File: src/rtl/fsr_pkg.sv
package fsr_pkg;
    typedef enum logic {
        RATE_STD    = 1'b0,
        RATE_DOUBLE = 1'b1
    } fsr_rate_e;

    typedef struct packed {
        logic fid_div;
        logic afs_div;
        logic aclk_phase;
    } fsr_strobe_t;
endpackage

File: src/rtl/fsr_len_sel.sv
module fsr_len_sel
    import fsr_pkg::*;
#(
    parameter int SEQ_LEN_LO = 5,
    parameter int SEQ_LEN_HI = 10,
    parameter int CNT_W      = 4
) (
    input  logic             rate_sel,
    output logic [CNT_W-1:0] last_cnt
);
    localparam logic [CNT_W-1:0] LAST_LO = CNT_W'(SEQ_LEN_LO - 1);
    localparam logic [CNT_W-1:0] LAST_HI = CNT_W'(SEQ_LEN_HI - 1);

    always_comb begin
        if (fsr_rate_e'(rate_sel) == RATE_DOUBLE) begin
            last_cnt = LAST_HI;
        end else begin
            last_cnt = LAST_LO;
        end
    end
endmodule

File: src/rtl/fsr_frame_ctr.sv
module fsr_frame_ctr #(
    parameter int CNT_W = 4
) (
    input  logic             clk,
    input  logic             rst,
    input  logic             line1_stb,
    input  logic             fid_in,
    input  logic             rate_sel,
    input  logic [CNT_W-1:0] last_cnt,
    output logic             seq_mark
);
    typedef struct packed {
        logic [CNT_W-1:0] cnt;
        logic             started;
        logic             rate;
    } ctr_state_t;

    ctr_state_t st_d, st_q;

    always_comb begin
        st_d      = st_q;
        st_d.rate = rate_sel;
        if (rate_sel != st_q.rate) begin
            st_d.cnt = '0;
        end else if (line1_stb) begin
            if (fid_in || !st_q.started || st_q.cnt >= last_cnt) begin
                st_d.cnt = '0;
            end else begin
                st_d.cnt = st_q.cnt + 1'b1;
            end
        end
        if (line1_stb) begin
            st_d.started = 1'b1;
        end
    end

    always_ff @(posedge clk) begin
        if (rst) begin
            st_q.cnt     <= '0;
            st_q.started <= 1'b0;
            st_q.rate    <= rate_sel;
        end else begin
            st_q <= st_d;
        end
    end

    assign seq_mark = st_q.started && (st_q.cnt == '0);
endmodule

File: src/rtl/fsr_strobe_gen.sv
module fsr_strobe_gen
    import fsr_pkg::*;
(
    input  logic        rst,
    input  logic        line1_stb,
    input  logic        fid_in,
    input  logic        afs_couple_en,
    output fsr_strobe_t stb_o
);
    logic hit;

    always_comb begin
        hit              = line1_stb && fid_in && !rst;
        stb_o.fid_div    = hit;
        stb_o.aclk_phase = hit;
        stb_o.afs_div    = hit && afs_couple_en;
    end
endmodule

File: src/rtl/fsr_resync.sv
module fsr_resync
    import fsr_pkg::*;
#(
    parameter int SEQ_LEN_LO = 5,
    parameter int SEQ_LEN_HI = 10
) (
    input  logic clk,
    input  logic rst,
    input  logic line1_stb,
    input  logic fid_in,
    input  logic rate_sel,
    input  logic afs_couple_en,
    output logic seq_mark,
    output logic fid_div_rst,
    output logic afs_div_rst,
    output logic aclk_phase_rst
);
    localparam int SEQ_MAX = (SEQ_LEN_HI > SEQ_LEN_LO) ? SEQ_LEN_HI : SEQ_LEN_LO;
    localparam int CNT_W   = (SEQ_MAX > 2) ? $clog2(SEQ_MAX) : 1;

    logic [CNT_W-1:0] last_cnt;
    fsr_strobe_t      stb;

    fsr_len_sel #(
        .SEQ_LEN_LO(SEQ_LEN_LO),
        .SEQ_LEN_HI(SEQ_LEN_HI),
        .CNT_W     (CNT_W)
    ) len_i (
        .rate_sel(rate_sel),
        .last_cnt(last_cnt)
    );

    fsr_frame_ctr #(
        .CNT_W(CNT_W)
    ) ctr_i (
        .clk      (clk),
        .rst      (rst),
        .line1_stb(line1_stb),
        .fid_in   (fid_in),
        .rate_sel (rate_sel),
        .last_cnt (last_cnt),
        .seq_mark (seq_mark)
    );

    fsr_strobe_gen stb_i (
        .rst          (rst),
        .line1_stb    (line1_stb),
        .fid_in       (fid_in),
        .afs_couple_en(afs_couple_en),
        .stb_o        (stb)
    );

    assign fid_div_rst    = stb.fid_div;
    assign afs_div_rst    = stb.afs_div;
    assign aclk_phase_rst = stb.aclk_phase;
endmodule

File: config.mk
export PLATFORM = sky130hd
export DESIGN_NAME = fsr_resync
export DESIGN_NICKNAME = d
export VERILOG_FILES = /design/src/rtl/fsr_pkg.sv /design/src/rtl/fsr_len_sel.sv /design/src/rtl/fsr_frame_ctr.sv /design/src/rtl/fsr_strobe_gen.sv /design/src/rtl/fsr_resync.sv
export SDC_FILE = /design/constraint.sdc
export NUM_CORES = 1
export LEC_CHECK = 0
export ABC_AREA = 0
export BUFFER_PORTS_ARGS = -buffer_cell sky130_fd_sc_hd__buf_2
export CORE_AREA = 2 2 39 41
export DETAILED_ROUTE_END_ITERATION = 7
export DIE_AREA = 0 0 41 43
export GPL_TIMING_DRIVEN = 0
export PLACE_DENSITY_LB_ADDON = 0.15
export SLEW_MARGIN = 0
export SYNTH_ARGS = -nofsm -noshare
export SYNTH_HDL_FRONTEND = slang
export SYNTH_SLANG_ARGS = --single-unit
export TNS_END_PERCENT = 5
File: constraint.sdc
create_clock -name clk -period 3.55 [get_ports clk]
set_input_delay 1.065 -clock clk [delete_from_list [all_inputs] [get_ports clk]]
set_output_delay 1.065 -clock clk [all_outputs]
set_load 0.005 [all_outputs]
==> results.txt <==
status = finished, final reports clean
H-Tree Depth = 1
Post-CTS Resized = 0
core area = 1384 um2
Post-CTS Hold Buffers = 0
final worst path period share = 0.7819
RePlAce Congestion = 0.6485
Syn Std Cell Area = 426.7 um2
max-cap check violation count = 0
Synth area leaders = dfxtp_1, ha_1, o2111ai_1, nand2b_1, a211oi_4
Setup-failing EPs final = 0
FFs w/ async S/R, synth = 0
die width = 41 um
crit path capture type = output pin
CTS sink cnt = 6
global route total overflow = 0
DIE AREA = 1763 um2
Largest regs = ctr_i.st_q: 6 flops
drt first pass iters = 4
initial DRC count = 2
Synth area leader = dfxtp_1
vias = 368
Worst-path clk slew = 0.05 ns
hold endpoint = ctr_i.st_q[2]
Max Transition Viols Final = 0
Total Wirelength = 781 um
EDFF count, synth = 0
Synthesized Nets = 56
CTS buffer count = 3
Synth top cells by count = dfxtp_1, ha_1, nand2b_1, o2111ai_1, inv_1
global-route wire length before repair = 1.179 mm
final hold vios = 0
wire per inst = 10.85 um
Worst Path Arrival = 1.71 ns
Reg2Reg Launch Point = ctr_i.st_q[2]
Total GRT Usage = 0.1025
Worst Path Required = 2.48 ns
max FFs per register = 6
reg2reg end = ctr_i.st_q[5]
synth warn = 0
P&R area growth vs syn = 19.35%
I/O pin count = 10
# DRC = 0
final total power = 158.9 uW
NumNets Final = 69
Worst Hold Launch = ctr_i.st_q[2]
Startpoint Class = input port
vias in the first global route = 280
Reg2Reg Depth = 5
critical path class = input port to output pin
most numerous cell in the Yosys netlist = dfxtp_1
layout cells sized above 1 = 0.3036
initial antenna violation count = 0
worst hold path class = flop to flop
Tmin final = 2.776 ns
FILL cells = 151
WHS = 0.5271 ns
Die Span Y = 43 um
Reg with most FFs = ctr_i.st_q
Yosys cell types = 22
Post-CTS Setup Inserts = 0
Peak VDD IR = 0.0001541 V
RSZ-0062 raised after global routing = false
initial core utilization = 0.3083
multi-input logic area = 282.8 um2
ant diodes = 0
CTS tree = built
post-route ant nets = 0
#FFs+latches synth = 6
Root Driver = clkbuf_4
Clock Skews = 0.01036 ns
FF+latch area = 120.1 um2
cell area power density = 312.1 nW/um2
Synth top area share = 0.2815
Critical Path Fanout Max = 10
register area share after synthesis = 0.2815
largest net degree at the start of global routing = 11
syn_area_per_cell = 9.481 um2
DR vias/cell = 5.111
Max Fclk = 360.3 MHz
Hold Path Depth = 2
setup TNS = 0 ns
port bufs = 8
R2R setup slack = 2.05 ns
commonest register cell after synthesis = dfxtp_1
deepest clock path buffer count = 2
Worst-Skew Late Latency = 0.25 ns
Pleak = 0.0002196 uW
Rows = 14
Cells after Synth = 45
Slew @ Worst Pin = 0.3674 ns
relative slew slack = 0.7540
==> through the flow <==
stage | setup slack [ns] | util | cell area, um2 | std cells
floorplan | 0.9069 | - | 426.7 | 45
global placement | 0.7482 | 0.3517 | 486.7 | 69
detailed placement | 0.7634 | 0.3517 | 486.7 | 69
CTS | 0.7644 | 0.3680 | 509.2 | 72
global route | 0.7141 | 0.3680 | 509.2 | 72
finish | 0.7744 | 0.3680 | 509.2 | 72
==> power by group <==
part           switching (uW)  leakage [uW]  internal (uW)  total, uW
Clock                    27.4     0.0000138           38.4       65.8
Combinational            11.9      0.000157           9.97       21.9
Sequential               2.06     0.0000491           69.2       71.2
Total                    41.4      0.000220            118        159
==> placed cells by master, fill, tap and decap left out, drive strengths merged <==
| master | instances |
|---|---|
| a211oi | 2 |
| a21oi | 2 |
| a31oi | 1 |
| and2 | 2 |
| and3b | 2 |
| buf | 9 |
| clkbuf | 4 |
| dfxtp | 6 |
| ha | 5 |
| inv | 3 |
| nand2 | 2 |
| nand2b | 4 |
| nand4 | 1 |
| nor2 | 2 |
| nor2b | 2 |
| nor3 | 1 |
| nor3b | 1 |
| o2111ai | 4 |
| o211ai | 1 |
| xnor2 | 1 |
| xor2 | 1 |
==> final cells by class <==
type,instances,share of cell area
multi-input cells,34,0.5553
clock buffers,3,0.04423
plain buffers,2,0.02457
repair buffers,8,0.07862
inverters,3,0.02211
flip-flops and latches,6,0.2359
well taps,16,0.03931
==> kinds of logic after synthesis <==
family / share of synthesized area
flip-flops: 0.2815
XOR/XNOR: 0.04106
buffers and inverters: 0.05571
adder cells (fa/ha/maj): 0.1466
AO/OA/AOI/OAI: 0.2258
AND/OR/NAND/NOR: 0.2493
==> metal layers <==
layer / vias up / track usage / routed length (um)
met1: 166 / 0.1323 / 389
met4: 0 / 0.1000 / 24
met3: 3 / 0.01571 / 44
li1: 187 / - / -
met5: - / 0 / 0
met2: 12 / 0.1344 / 323
==> how the worst max path moves through the flow <==
| stage | from | end | slack [ns] | cells past startpoint |
|---|---|---|---|---|
| after global placement | line1_stb | afs_div_rst | 0.75 | 4 |
| after global routing | line1_stb | afs_div_rst | 0.71 | 4 |
| final | line1_stb | afs_div_rst | 0.77 | 4 |
| after detailed placement | line1_stb | afs_div_rst | 0.76 | 4 |
| after floorplan | line1_stb | afs_div_rst | 0.91 | 3 |
| after CTS | line1_stb | afs_div_rst | 0.76 | 4 |
==> worst max-delay path: stages <==
cell	delay, ns
clkbuf_2	0.16
and3b_1	0.22
and2_1	0.15
buf_2	0.12
Note: power is estimated with default switching activity, not from simulation.
